`src/rtl/wedge_pkg.sv`:
```
package wedge_pkg;
    typedef enum logic [2:0] {
        ST_IDLE,
        ST_LOAD,
        ST_WAIT,
        ST_SUM,
        ST_CPV,
        ST_SAD,
        ST_UPDATE,
        ST_DONE
    } wedge_state_e;
endpackage

```
`src/rtl/wedge_pix_store.sv`:
```
module wedge_pix_store #(
    parameter int PIX_W = 8,
    parameter int DEPTH = 64,
    parameter int AW    = 6
) (
    input  logic             clk,
    input  logic             wr_en,
    input  logic [AW-1:0]    addr,
    input  logic [PIX_W-1:0] wr_data,
    output logic [PIX_W-1:0] rd_data
);
    logic [PIX_W-1:0] mem [DEPTH];

    always_ff @(posedge clk) begin
        if (wr_en) mem[addr] <= wr_data;
    end

    assign rd_data = mem[addr];
endmodule

```
`src/rtl/wedge_cpv_div.sv`:
```
module wedge_cpv_div #(
    parameter int PIX_W = 8,
    parameter int CNT_W = 7,
    parameter int ACC_W = 15
) (
    input  logic [ACC_W-1:0] seg_sum,
    input  logic [CNT_W-1:0] seg_cnt,
    input  logic [PIX_W-1:0] fallback,
    output logic [PIX_W-1:0] cpv
);
    logic [ACC_W:0] num;
    logic [ACC_W:0] den;

    always_comb begin
        num = {1'b0, seg_sum} + (ACC_W+1)'(seg_cnt >> 1);
        den = (seg_cnt == '0) ? (ACC_W+1)'(1) : (ACC_W+1)'(seg_cnt);
        cpv = (seg_cnt == '0) ? fallback : PIX_W'(num / den);
    end
endmodule

```
`src/rtl/wedge_best_keep.sv`:
```
module wedge_best_keep #(
    parameter int PIX_W = 8,
    parameter int ID_W  = 4,
    parameter int ACC_W = 15
) (
    input  logic             clk,
    input  logic             rst_n,
    input  logic             init,
    input  logic             upd,
    input  logic [ID_W-1:0]  cand_id,
    input  logic [ACC_W-1:0] cand_sad,
    input  logic [PIX_W-1:0] cand_d1,
    input  logic [PIX_W-1:0] cand_d2,
    output logic [ID_W-1:0]  best_id,
    output logic [ACC_W-1:0] best_sad,
    output logic [PIX_W-1:0] best_d1,
    output logic [PIX_W-1:0] best_d2
);
    always_ff @(posedge clk or negedge rst_n) begin
        if (!rst_n) begin
            best_id  <= '0;
            best_sad <= '1;
            best_d1  <= '0;
            best_d2  <= '0;
        end else if (init) begin
            best_id  <= '0;
            best_sad <= '1;
            best_d1  <= '0;
            best_d2  <= '0;
        end else if (upd && (cand_sad < best_sad)) begin
            best_id  <= cand_id;
            best_sad <= cand_sad;
            best_d1  <= cand_d1;
            best_d2  <= cand_d2;
        end
    end

    // within a search the best distortion only falls or holds
    a_r6_best_monotone: assert property (@(posedge clk) disable iff (!rst_n)
        !init |=> best_sad <= $past(best_sad));

    // a tie or a worse candidate leaves the earlier winner in place
    a_r6_tie_keeps: assert property (@(posedge clk) disable iff (!rst_n)
        (upd && !init && cand_sad >= best_sad) |=> $stable(best_id));
endmodule

```
`src/rtl/wedge_sad_search.sv`:
```
module wedge_sad_search
    import wedge_pkg::*;
#(
    parameter int PIX_W   = 8,
    parameter int BLK     = 8,
    parameter int NUM_TPL = 10,
    parameter int ID_W    = 4
) (
    input  logic                                  clk,
    input  logic                                  rst_n,
    input  logic                                  start,
    input  logic                                  flat_in,
    input  logic                                  pix_valid,
    input  logic [PIX_W-1:0]                      pix_data,
    input  logic                                  mask_valid,
    input  logic [BLK*BLK-1:0]                    mask_bits,
    input  logic [ID_W-1:0]                       mask_id,
    output logic                                  mask_ready,
    output logic                                  done,
    output logic                                  is_flat,
    output logic [ID_W-1:0]                       best_id,
    output logic [PIX_W+$clog2(BLK*BLK+1)-1:0]    best_sad,
    output logic [PIX_W-1:0]                      best_d1,
    output logic [PIX_W-1:0]                      best_d2
);
    localparam int NPIX  = BLK * BLK;
    localparam int IDX_W = (NPIX > 1) ? $clog2(NPIX) : 1;
    localparam int CNT_W = $clog2(NPIX + 1);
    localparam int ACC_W = PIX_W + CNT_W;
    localparam int TPL_W = $clog2(NUM_TPL + 1);

    wedge_state_e state, state_nx;

    logic [IDX_W-1:0] idx;
    logic [TPL_W-1:0] tpl_cnt;
    logic [NPIX-1:0]  mask_r;
    logic [ID_W-1:0]  id_r;
    logic [ACC_W-1:0] total;
    logic [ACC_W-1:0] seg_sum [2];
    logic [CNT_W-1:0] seg_cnt [2];
    logic [PIX_W-1:0] seg_cpv [2];
    logic [PIX_W-1:0] cpv_r   [2];
    logic [ACC_W-1:0] sad_acc;
    logic             flat_r;
    logic [PIX_W-1:0] cur_pix;
    logic [PIX_W-1:0] blk_mean;
    logic [PIX_W-1:0] ref_v;
    logic [PIX_W-1:0] abs_diff;
    logic             cur_bit;
    logic             last_idx;
    logic             idx_adv;

    assign last_idx = (idx == IDX_W'(NPIX - 1));
    assign cur_bit  = mask_r[idx];
    assign idx_adv  = (state == ST_LOAD && pix_valid) || state == ST_SUM || state == ST_SAD;

    wedge_pix_store #(.PIX_W(PIX_W), .DEPTH(NPIX), .AW(IDX_W)) u_store (
        .clk     (clk),
        .wr_en   (state == ST_LOAD && pix_valid),
        .addr    (idx),
        .wr_data (pix_data),
        .rd_data (cur_pix)
    );

    assign blk_mean = PIX_W'((total + ACC_W'(NPIX / 2)) / ACC_W'(NPIX));

    for (genvar g = 0; g < 2; g++) begin : g_seg
        wedge_cpv_div #(.PIX_W(PIX_W), .CNT_W(CNT_W), .ACC_W(ACC_W)) u_div (
            .seg_sum  (seg_sum[g]),
            .seg_cnt  (seg_cnt[g]),
            .fallback (blk_mean),
            .cpv      (seg_cpv[g])
        );
    end

    always_comb begin
        ref_v    = cur_bit ? cpv_r[1] : cpv_r[0];
        abs_diff = (cur_pix >= ref_v) ? (cur_pix - ref_v) : (ref_v - cur_pix);
    end

    // state register
    always_ff @(posedge clk or negedge rst_n) begin
        if (!rst_n) state <= ST_IDLE;
        else        state <= state_nx;
    end

    // transitions
    always_comb begin
        state_nx = state;
        unique case (state)
            ST_IDLE:   if (start) state_nx = flat_in ? ST_DONE : ST_LOAD;
            ST_LOAD:   if (pix_valid && last_idx) state_nx = ST_WAIT;
            ST_WAIT:   if (mask_valid) state_nx = ST_SUM;
            ST_SUM:    if (last_idx) state_nx = ST_CPV;
            ST_CPV:    state_nx = ST_SAD;
            ST_SAD:    if (last_idx) state_nx = ST_UPDATE;
            ST_UPDATE: state_nx = (tpl_cnt == TPL_W'(NUM_TPL - 1)) ? ST_DONE : ST_WAIT;
            ST_DONE:   state_nx = ST_IDLE;
            default:   state_nx = ST_IDLE;
        endcase
    end

    // outputs
    always_comb begin
        mask_ready = (state == ST_WAIT);
        done       = (state == ST_DONE);
        is_flat    = flat_r;
    end

    // datapath
    always_ff @(posedge clk or negedge rst_n) begin
        if (!rst_n) begin
            idx      <= '0;
            tpl_cnt  <= '0;
            mask_r   <= '0;
            id_r     <= '0;
            total    <= '0;
            seg_sum  <= '{default: '0};
            seg_cnt  <= '{default: '0};
            cpv_r    <= '{default: '0};
            sad_acc  <= '0;
            flat_r   <= 1'b0;
        end else begin
            if (idx_adv) idx <= last_idx ? '0 : idx + IDX_W'(1);
            else if (state == ST_IDLE) idx <= '0;

            if (state == ST_IDLE && start) begin
                total   <= '0;
                tpl_cnt <= '0;
                flat_r  <= flat_in;
            end
            if (state == ST_LOAD && pix_valid) total <= total + ACC_W'(pix_data);

            if (state == ST_WAIT && mask_valid) begin
                mask_r  <= mask_bits;
                id_r    <= mask_id;
                seg_sum <= '{default: '0};
                seg_cnt <= '{default: '0};
            end
            if (state == ST_SUM) begin
                seg_sum[cur_bit] <= seg_sum[cur_bit] + ACC_W'(cur_pix);
                seg_cnt[cur_bit] <= seg_cnt[cur_bit] + CNT_W'(1);
            end
            if (state == ST_CPV) begin
                cpv_r   <= seg_cpv;
                sad_acc <= '0;
            end
            if (state == ST_SAD) sad_acc <= sad_acc + ACC_W'(abs_diff);
            if (state == ST_UPDATE) tpl_cnt <= tpl_cnt + TPL_W'(1);
        end
    end

    wedge_best_keep #(.PIX_W(PIX_W), .ID_W(ID_W), .ACC_W(ACC_W)) u_best (
        .clk      (clk),
        .rst_n    (rst_n),
        .init     (state == ST_IDLE && start),
        .upd      (state == ST_UPDATE),
        .cand_id  (id_r),
        .cand_sad (sad_acc),
        .cand_d1  (cpv_r[0]),
        .cand_d2  (cpv_r[1]),
        .best_id  (best_id),
        .best_sad (best_sad),
        .best_d1  (best_d1),
        .best_d2  (best_d2)
    );

    // the two regions together hold every sample when constants are taken
    a_r3_split_covers_block: assert property (@(posedge clk) disable iff (!rst_n)
        (state == ST_CPV) |-> ((CNT_W+1)'(seg_cnt[0]) + (CNT_W+1)'(seg_cnt[1]) == (CNT_W+1)'(NPIX)));

    // a finished distortion stays within the block's bound
    a_r5_sad_bound: assert property (@(posedge clk) disable iff (!rst_n)
        (state == ST_UPDATE) |-> (sad_acc <= ACC_W'(NPIX * ((1 << PIX_W) - 1))));

    // the result strobe is a single cycle
    a_r7_done_pulse: assert property (@(posedge clk) disable iff (!rst_n)
        done |=> !done);

    // a searched result appears only after the full candidate count
    a_r7_all_scored: assert property (@(posedge clk) disable iff (!rst_n)
        (done && !is_flat) |-> (tpl_cnt == TPL_W'(NUM_TPL)));
endmodule

```
`config.mk`:
```
export PLATFORM = sky130hd
export DESIGN_NAME = wedge_sad_search
export DESIGN_NICKNAME = d
export VERILOG_FILES = /design/src/rtl/wedge_pkg.sv /design/src/rtl/wedge_pix_store.sv /design/src/rtl/wedge_cpv_div.sv /design/src/rtl/wedge_best_keep.sv /design/src/rtl/wedge_sad_search.sv
export SDC_FILE = /design/constraint.sdc
export NUM_CORES = 1
export LEC_CHECK = 0
export ABC_AREA = 1
export BUFFER_PORTS_ARGS = -buffer_cell sky130_fd_sc_hd__buf_2
export CAP_MARGIN = 40
export CELL_PAD_IN_SITES_DETAIL_PLACEMENT = 1
export CELL_PAD_IN_SITES_GLOBAL_PLACEMENT = 1
export CORE_MARGIN = 2
export CORE_UTILIZATION = 52
export DETAILED_ROUTE_END_ITERATION = 10
export HOLD_SLACK_MARGIN = 0.05
export PLACE_DENSITY_LB_ADDON = 0.1
export SLEW_MARGIN = 10
export SYNTH_ARGS = -nofsm -noshare
export SYNTH_HDL_FRONTEND = slang
export SYNTH_HIERARCHICAL = 1
export SYNTH_SLANG_ARGS = --single-unit
```
`constraint.sdc`:
```
create_clock -name clk -period 39.7 [get_ports clk]
set_input_delay 9.925 -clock clk [delete_from_list [all_inputs] [get_ports clk]]
set_output_delay 9.925 -clock clk [all_outputs]
set_load 0.02 [all_outputs]
```
# Word level (Yosys, flattened, before mapping)

Memory sizes are Yosys's and may differ from the RTL's.
Cells that the tools add are included.

Add/subtract/negate cells: 11
Div/mod/pow operators: 2
$lt $le $gt $ge: 5
Eq/ne operators: 14
Mux-type cells: 51
Bitwise gates (word level): 1
Reductions and logical operators: 17

Operators with widths:

| cell                    | count |
|---|---|
| $mux W15                | 10 |
| $mux W8                 | 8 |
| $mux W30                | 2 |
| $add A15 B8 Y15         | 3 |
| $mux W7                 | 6 |
| $add A15 B6 Y16         | 2 |
| $div A16 B16 Y16        | 2 |
| $bwmux W30              | 1 |
| $mux W14                | 2 |
| $pmux W3 S8             | 1 |
| $mux W3                 | 7 |
| $mux W6                 | 3 |
| $mux W4                 | 4 |
| $sub A8 B8 Y8           | 2 |
| $demux W15 S1           | 1 |
| $lt A15 B15 Y1          | 1 |
| $add A14 B6 Y14 const B | 1 |
| $bwmux W14              | 1 |
| $logic_not A7 Y1        | 2 |
| $eq A3 B3 Y1 const B    | 4 |
| $reduce_bool A2 Y1      | 5 |
| $ge A8 B8 Y1            | 1 |
| $ne A2 B2 Y1 const B    | 4 |
| $add A7 B1 Y7 const B   | 1 |
| other kinds (18)        | 27 |

Bits in registers: 207
Memory bits (writable): 512
Input port bits: 82
Logic and storage cells: 120
Memories kept: 1

Memory list:

| name        | depth | bits a word | read ports | clocked after Yosys merged registers in | wr ports | line                  | source |
|---|---|---|---|---|---|---|---|
| u_store.mem | 64    | 8           | 1          | 0                                       | 1        | wedge_pix_store.sv:12 | `logic [PIX_W-1:0] mem [DEPTH];` |

# Longest topological paths before layout

Gate-level depths: netlist (run 1).

Depth after elaboration: 9
Mapped depth: 215
Depth with buffers taken out: 204

# Hierarchy

Netlist (run 1), hierarchy kept.

By module, submodules not included:

| module                         | times used | cells an instance | area each (sq um) |
|---|---|---|---|
| wedge_pix_store                | 1          | 2,159             | 21,884.7 |
| wedge_sad_search               | 1          | 1,299             | 9,831.9 |
| wedge_cpv_div (g_seg[1].u_div) | 1          | 1,019             | 6,152.2 |
| wedge_cpv_div (g_seg[0].u_div) | 1          | 987               | 5,861.9 |
| wedge_best_keep                | 1          | 248               | 1,991.9 |

# Worst setup path before layout (run 1)

No wires, ideal clock.

Path type: register to register
From: register seg_cnt[4] in the netlist's numbering
To: register cpv_r[0] in the netlist's numbering
Data arrival time: 25.924 ns
Data required time: 39.583 ns
Setup slack: 13.659 ns
Cell stages (with the launch flop): 207
Clock period less this slack: 26.041 ns
Cell sequence: dfrtp_1 inv_1 nand2_2 nor2_4 nand3_1 nand2_1 inv_1 ha_1 o2111ai_1 nand2_1 nand2_1 inv_1 ha_1 o21ai_1 nand2_1 nand3_2 or2_1 nand2_1 (+171 left out) nand3_2 buf_6 o21ai_0 ha_1 a21boi_0 o211ai_1 a21boi_0 o21a_1 o21ai_0 nand3_1 a21oi_1 nand3_1 nor2_1 nand3_1 nand2_1 inv_1 nand2_1 nand2_1

RTL lines:

| item                             | line                    | source |
|---|---|---|
| start: declaration               | wedge_sad_search.sv:40  | `logic [CNT_W-1:0] seg_cnt [2];` |
| start signal: indexed assignment | wedge_sad_search.sv:142 | `seg_cnt[cur_bit] <= seg_cnt[cur_bit] + CNT_W'(1);` |
| end signal: assignment           | wedge_sad_search.sv:145 | `cpv_r <= seg_cpv;` |
| end: declaration                 | wedge_sad_search.sv:42  | `logic [PIX_W-1:0] cpv_r [2];` |

==> Flow_metrics.wiki, run 1 <==
{| class="wikitable"
! Metric !! Value
|-
| Status || complete, no violations
|-
| CTS H-tree depth || 3
|-
| Core outline area || 86900 um^2
|-
| Met2 capacity usage during global routing || 54.8%
|-
| Insertion delay of the later-clocked pin in the worst-skew pair || 680 ps
|-
| Count of yosys warnings during synthesis || 6
|-
| Fraction of post-synthesis cell area in the top cell type by area || 33.6%
|-
| Largest fanout on the critical path || 17
|-
| CP startpoint kind || flip-flop
|-
| Cell area after technology mapping || 45700 um^2
|-
| Setup TNS || 0 ps
|-
| Maximum number of pins on one net before global-route repair || 156
|-
| Total Die Area || 90300 um^2
|-
| Worst Clk Skew || 35.2 ps
|-
| Tightest Hold Check Type || flip-flop to flip-flop
|-
| TritonRoute pass-1 iters || 5
|-
| Most numerous cell types in the synthesized netlist || sky130_fd_sc_hd__nand2_1, sky130_fd_sc_hd__edfxtp_1, sky130_fd_sc_hd__inv_1
|-
| Final min period || 30670 ps
|-
| Number of enable-type register cells in the synthesized netlist || 512
|-
| #FFs+latches synth || 718
|-
| Final Max Tran Viols || 0
|-
| CP max-delay cell || sky130_fd_sc_hd__nor2_2
|-
| Vias after detailed routing || 39.2k
|-
| Clk slew on worst S/H paths || 80 ps
|-
| Post-synth top flop || sky130_fd_sc_hd__edfxtp_1
|-
| Met3 routing resource usage after global routing || 3.94%
|-
| Initial standard-cell utilization of the core || 52.6%
|-
| Final HPWL DP || 97000 um
|-
| Relative slew slack || 37.0%
|-
| Vias per Instance || 5.60
|-
| Port bufs || 119
|-
| Hold-fix buffers at CTS || 0
|-
| Total wirelength of the detailed-routed design || 140000 um
|-
| Arrival time of the worst setup path || 31220 ps
|-
| Pin slew with the least headroom to its limit || 943 ps
|-
| Setup-violating endpoint count in the final report || 0
|-
| Dominant cell type by area after synthesis || sky130_fd_sc_hd__edfxtp_1
|-
| RSZ-0062 raised after global routing || no
|-
| Clock tree from TritonCTS || yes
|-
| Std-Cell Rows || 108
|-
| Fraction of met1 tracks used by global routing || 37.6%
|-
| Post-CTS Repair Setup Buffers || 0
|-
| Sequential cell area || 20600 um^2
|-
| Area growth from synthesis to layout || 8.80%
|-
| Clock Tree Buf Depth || 3
|-
| Post-synthesis net count || 6056
|-
| Most Frequent Cell on Critical Path || sky130_fd_sc_hd__nand2_1
|-
| Fin crit share || 77.3%
|-
| Via count of the first global-routing pass || 41.5k
|-
| CP Class || flip-flop to flip-flop
|-
| Num ports || 120
|-
| Layer with the highest usage || met2
|-
| Remaining global-route overflow || 0
|-
| Initial antenna violation count || 0
|-
| Sort of element at the end of the critical path || flip-flop
|-
| Overall die width || 301 um
|-
| Chip Height || 301 um
|-
| Remaining routing DRC violations || 0
|-
| Syn Area/Cell || 8.00 um^2
|-
| Synth top area cells || sky130_fd_sc_hd__edfxtp_1, sky130_fd_sc_hd__nand2_1, sky130_fd_sc_hd__dfrtp_1, sky130_fd_sc_hd__ha_1, sky130_fd_sc_hd__inv_1
|-
| Share of layout cells above drive strength 1 || 9.87%
|-
| GRT Util Overall || 31.1%
|-
| Most repeated cell in the gate-level netlist after synthesis || sky130_fd_sc_hd__nand2_1
|-
| Distinct cell type count after synthesis || 72
|-
| Share of synthesized registers carrying an async set or reset || 28.7%
|-
| Average wire per cell in the routed design || 20.1 um
|-
| Multi-input gate area || 22100 um^2
|-
| Antenna Diode Count || 0
|-
| TritonCTS Buffers || 79
|-
| Highest attainable clock frequency || 0.0326 GHz
|-
| Wire length of the first global-routing pass || 222000 um
|-
| Part of the Yosys area used for sequential elements || 44.9%
|-
| Number of sinks handled by clock tree synthesis || 718
|-
| Count of routing violations after the opening detailed-route iteration || 2303
|-
| Weighted congestion at the end of routability-driven global placement || 0.869
|-
| Filler Cell Count || 10.7k
|-
| Antenna Violating Nets Remaining || 0
|-
| Number of instances in the synthesized netlist || 5712
|-
| Number of maximum-capacitance violations || 0
|-
| Critical Path RT || 40250 ps
|-
| Hold Vio Cnt, Final || 0
|-
| Number of nets in the layout || 6120
|-
| Number of gates given a new drive strength after cts || 0
|-
| Clock root buffer || sky130_fd_sc_hd__clkbuf_16
|-
| Largest stage delay, worst path || 430 ps
|}
-- critical path, delay by kind of cell, from the launching register on --
| family | cells | cell delay [ps] |
|---|---|---|
| buffers and inverters | 28 | 3310 |
| AOI/OAI and AO/OA | 58 | 10530 |
| adders and majority gates | 16 | 5020 |
| DFF | 1 | 420 |
| and+or+nand+nor | 92 | 11280 |
-- per-layer routing --
| metal | vias up | part of all wire, % |
|---|---|---|
| met1 | 19100 | 41 |
| met5 | - | 0 |
| met4 | 0 | 4.9 |
| met3 | 358 | 4.6 |
| met2 | 1021 | 50 |
| li1 | 18700 | - |
-- state kept, by name, summed over array words and instances, names as in the netlist --
name	count
mask_r	64
u_best/best_d1	8
id_r	4
u_best/best_id	4
cpv_r	16
total	14
is_flat	1
tpl_cnt	4
u_best/best_d2	8
u_store/mem	512
seg_cnt	14
idx	6
seg_sum	30
sad_acc	15
state	3
u_best/best_sad	15
-- stage by stage --
step                hold WS (ps)  cells  setup WS (ps)  area [um^2]  util, %
finish                       480   6993           9030        49700     57.3
global route                 504   6993           5640        49700     57.3
CTS                          483   6992           8860        49700     57.2
detailed placement           467   6849           8970        47200     54.3
global placement             462   6834          10050        47000     54.1
floorplan                    449   5712          13660        45700        -
-- logic make-up (layout without fill, tap and decap cells) --
group                      Yosys count  in the layout  synth area share, %
buffers and inverters              705            831                 6.66
DFF                                718            718                 44.9
AOI/OAI and AO/OA                  461            461                 5.99
and+or+nand+nor                   3405           3405                 32.0
adders and majority gates          262            262                 7.28
xor gates and xnor gates           155            155                 2.97
muxes                                6              6                0.142
-- layout make-up --
class,instances,share of cell area (%)
well taps,1155,2.90
inverters,515,3.92
multi-input cells,4289,44.5
clock buffers,109,4.35
repair buffers,173,2.27
flip-flops and latches,718,41.3
clock inverters,34,0.727
-- path summary, 6_finish.rpt --
kind,end,depth (start not counted),start,slack (ps)
max in group asynchronous,mask_r[10]$_DFFE_PN0P_,4,rst_n,28590
setup / recovery,cpv_r[0]$_DFFE_PN0P_,194,seg_cnt[4]$_DFF_PN0_,9030
setup reg to reg,cpv_r[0]$_DFFE_PN0P_,194,seg_cnt[4]$_DFF_PN0_,9030
min in group asynchronous,cpv_r[8]$_DFFE_PN0P_,1,rst_n,9260
hold reg to reg,mask_r[25]$_DFFE_PN0P_,2,mask_r[25]$_DFFE_PN0P_,480
hold / removal,mask_r[25]$_DFFE_PN0P_,2,mask_r[25]$_DFFE_PN0P_,480
-- placed cells by master (no fill, tap or decap), types with 68 or more instances in the layout --
cell / netlist / final
sky130_fd_sc_hd__nand2_1: 2435 / 2434
sky130_fd_sc_hd__edfxtp_1: 512 / 512
sky130_fd_sc_hd__inv_1: 472 / 470
sky130_fd_sc_hd__nand3_1: 349 / 349
sky130_fd_sc_hd__nor2_1: 257 / 256
sky130_fd_sc_hd__ha_1: 255 / 255
sky130_fd_sc_hd__o21ai_0: 188 / 188
sky130_fd_sc_hd__dfrtp_1: 191 / 188
sky130_fd_sc_hd__buf_2: 74 / 119
sky130_fd_sc_hd__xor2_1: 91 / 91
sky130_fd_sc_hd__a21oi_1: 84 / 84
sky130_fd_sc_hd__clkbuf_16: 0 / 81
sky130_fd_sc_hd__nand4_1: 68 / 68
Power of run 1 is left out: the tool's default activity adds up to more than one toggle a clock period on the data nets, which glitch-free logic cannot reach.
==> run 2, diff against run 1 <==
--- a/config.mk
+++ b/config.mk
@@ -11,7 +11,7 @@
 export CELL_PAD_IN_SITES_DETAIL_PLACEMENT = 1
 export CELL_PAD_IN_SITES_GLOBAL_PLACEMENT = 1
 export CORE_MARGIN = 2
-export CORE_UTILIZATION = 52
+export CORE_UTILIZATION = 44
 export DETAILED_ROUTE_END_ITERATION = 10
 export HOLD_SLACK_MARGIN = 0.05
 export PLACE_DENSITY_LB_ADDON = 0.1
==> constraint.sdc (replaced) <==
create_clock -name clk -period 25.7 [get_ports clk]
set_input_delay 6.425 -clock clk [delete_from_list [all_inputs] [get_ports clk]]
set_output_delay 6.425 -clock clk [all_outputs]
set_load 0.02 [all_outputs]
==> run 2 against run 1 <==
Against the previous run:
- sequential cell count did not move
- first-iteration DRC count shrank 1.6%
- register-to-register slack got worse by 8400 ps
- critical endpoint unchanged
- utilization shrank 4.9 points
==> Flow_metrics.wiki, run 2 (same netlist as run 1, synthesis figures left out) <==
{| class="wikitable"
! Metric !! Value
|-
| Status || complete, no violations
|-
| Number of maximum-capacitance violations || 0
|-
| Std-Cell Rows || 118
|-
| Clock root buffer || sky130_fd_sc_hd__clkbuf_16
|-
| TritonCTS Buffers || 84
|-
| Count of routing violations after the opening detailed-route iteration || 2266
|-
| Weighted congestion at the end of routability-driven global placement || 0.888
|-
| Register-to-Register Setup Slack || 620 ps
|-
| Highest-count cells in the layout ignoring fill and taps || sky130_fd_sc_hd__nand2_1, sky130_fd_sc_hd__edfxtp_1, sky130_fd_sc_hd__inv_1, sky130_fd_sc_hd__buf_4, sky130_fd_sc_hd__nand3_1
|-
| Critical Path RT || 26240 ps
|-
| Chip Height || 326 um
|-
| CP startpoint kind || flip-flop
|-
| Vias after detailed routing || 39.9k
|-
| Remaining global-route overflow || 0
|-
| Total Die Area || 107000 um^2
|-
| Relative slew slack || 36.8%
|-
| Core outline area || 103000 um^2
|-
| Insertion delay of the later-clocked pin in the worst-skew pair || 680 ps
|-
| Met2 capacity usage during global routing || 47.8%
|-
| Port bufs || 119
|-
| CP max-delay cell || sky130_fd_sc_hd__dfrtp_2
|-
| Final HPWL DP || 99800 um
|-
| Remaining routing DRC violations || 0
|-
| Sequential cell area || 20600 um^2
|-
| Num ports || 120
|-
| Wire length of the first global-routing pass || 223000 um
|-
| Overall die width || 326 um
|-
| Number of flip-flops in the largest register || 512
|-
| Largest stage delay, worst path || 440 ps
|-
| RSZ-0062 raised after global routing || yes
|-
| Number of cells on the worst hold path || 2
|-
| Final hold slack || 476 ps
|-
| Initial standard-cell utilization of the core || 44.2%
|-
| Area growth from synthesis to layout || 18.3%
|-
| Tightest Hold Check Type || flip-flop to flip-flop
|-
| Clock tree from TritonCTS || yes
|-
| Pin slew with the least headroom to its limit || 945 ps
|-
| Multi-input gate area || 23700 um^2
|-
| Most Frequent Cell on Critical Path || sky130_fd_sc_hd__nand2_2
|-
| TritonRoute pass-1 iters || 5
|-
| Hold-fix buffers at CTS || 0
|-
| Hold Vio Cnt, Final || 0
|-
| Register bank with the most flops || u_store/mem
|-
| Vias per Instance || 5.30
|-
| Final min period || 25080 ps
|-
| Share of layout cells above drive strength 1 || 19.0%
|-
| R2R depth || 194
|-
| Total wirelength of the detailed-routed design || 148000 um
|-
| Layer with the highest usage || met2
|-
| Setup-violating endpoint count in the final report || 0
|-
| GRT Util Overall || 26.4%
|-
| Initial antenna violation count || 8
|-
| Most common library cell in the layout ignoring fill and taps || sky130_fd_sc_hd__nand2_1
|-
| Fraction of met1 tracks used by global routing || 32.6%
|-
| Clock Tree Buf Depth || 3
|-
| Maximum number of pins on one net before global-route repair || 158
|-
| Fin crit share || 97.6%
|-
| Final Max Tran Viols || 0
|-
| Number of nets in the layout || 6428
|-
| Sort of element at the end of the critical path || flip-flop
|-
| Highest attainable clock frequency || 0.0399 GHz
|-
| Biggest regs || u_store/mem (512), mask_r (64), seg_sum (30)
|-
| Largest fanout on the critical path || 8
|-
| Via count of the first global-routing pass || 40.8k
|-
| Clk slew on worst S/H paths || 60 ps
|-
| Filler Cell Count || 12.5k
|-
| Number of sinks handled by clock tree synthesis || 718
|-
| Met3 routing resource usage after global routing || 3.13%
|-
| CTS H-tree depth || 3
|-
| CP Class || flip-flop to flip-flop
|-
| Antenna Violating Nets Remaining || 0
|-
| Arrival time of the worst setup path || 25620 ps
|-
| Worst Clk Skew || 41.9 ps
|-
| Average wire per cell in the routed design || 19.7 um
|}
[run 2: cell count changes in the layout (fill, tap and decap cells not counted), sizes merged]
cell      before  now
buf          173  474
clkinvlp       0    5
bufinv         4    5
clkbuf       109  105
clkinv        32   42
diode          0    1
[run 2: worst paths after layout]
path,start,endpoint
min reg2reg,mask_r[21]$_DFFE_PN0P_,mask_r[21]$_DFFE_PN0P_
min,mask_r[21]$_DFFE_PN0P_,mask_r[21]$_DFFE_PN0P_
max reg2reg,seg_sum[2]$_DFF_PN0_,cpv_r[0]$_DFFE_PN0P_
min in group asynchronous,rst_n,mask_r[20]$_DFFE_PN0P_
max in group asynchronous,rst_n,u_best/best_sad[4]$_DFFE_PN1P_
max,seg_sum[2]$_DFF_PN0_,cpv_r[0]$_DFFE_PN0P_
[run 2: what timing repair did]
item / 4_1_cts / 5_1_grt
gates resized for setup: 66 / 374
cloned: 0 / 2
pin swaps: 18 / 272
setup buffers: 18 / 158
setup endpoints to repair: 3 / 4
endpoints found under the hold margin: 0 / 0
[run 2: per-layer routing]
layer	up-vias	wire length, um
met2	749	76000
met3	276	5610
met4	4	5440
met5	-	34
li1	19300	-
met1	19600	61100
[run 2: layout make-up]
cell class,instances,share of cell area (%)
multi-input cells,4289,43.8
flip-flops and latches,718,38.0
repair buffers,474,6.20
clock buffers,105,4.14
inverters,515,3.71
well taps,1380,3.19
clock inverters,48,0.890
repair inverters,2,0.0324
diodes,1,0.00463
[run 2: critical path, delay by kind of cell (launching register included)]
kind	cells	cell delay, ps
AOI/OAI and AO/OA	55	8340
adders and majority gates	17	4700
buffers and inverters	25	1850
DFF	1	440
and+or+nand+nor	97	9600
[run 2: through the flow]
stage	util [%]	TNS [ps]	cells	worst slack [ps]	instance area [um^2]
3_5_place_dp	46.8	-2920	7200	-1670	48400
5_1_grt	52.4	-1750	7532	-958	54100
2_1_floorplan	-	0	5712	48.2	45700
4_1_cts	49.8	0	7371	10.5	51500
3_3_place_gp	46.7	-877	7193	-877	48300
6_report	52.4	0	7532	616	54100
Power of run 2 is left out for the same reason.
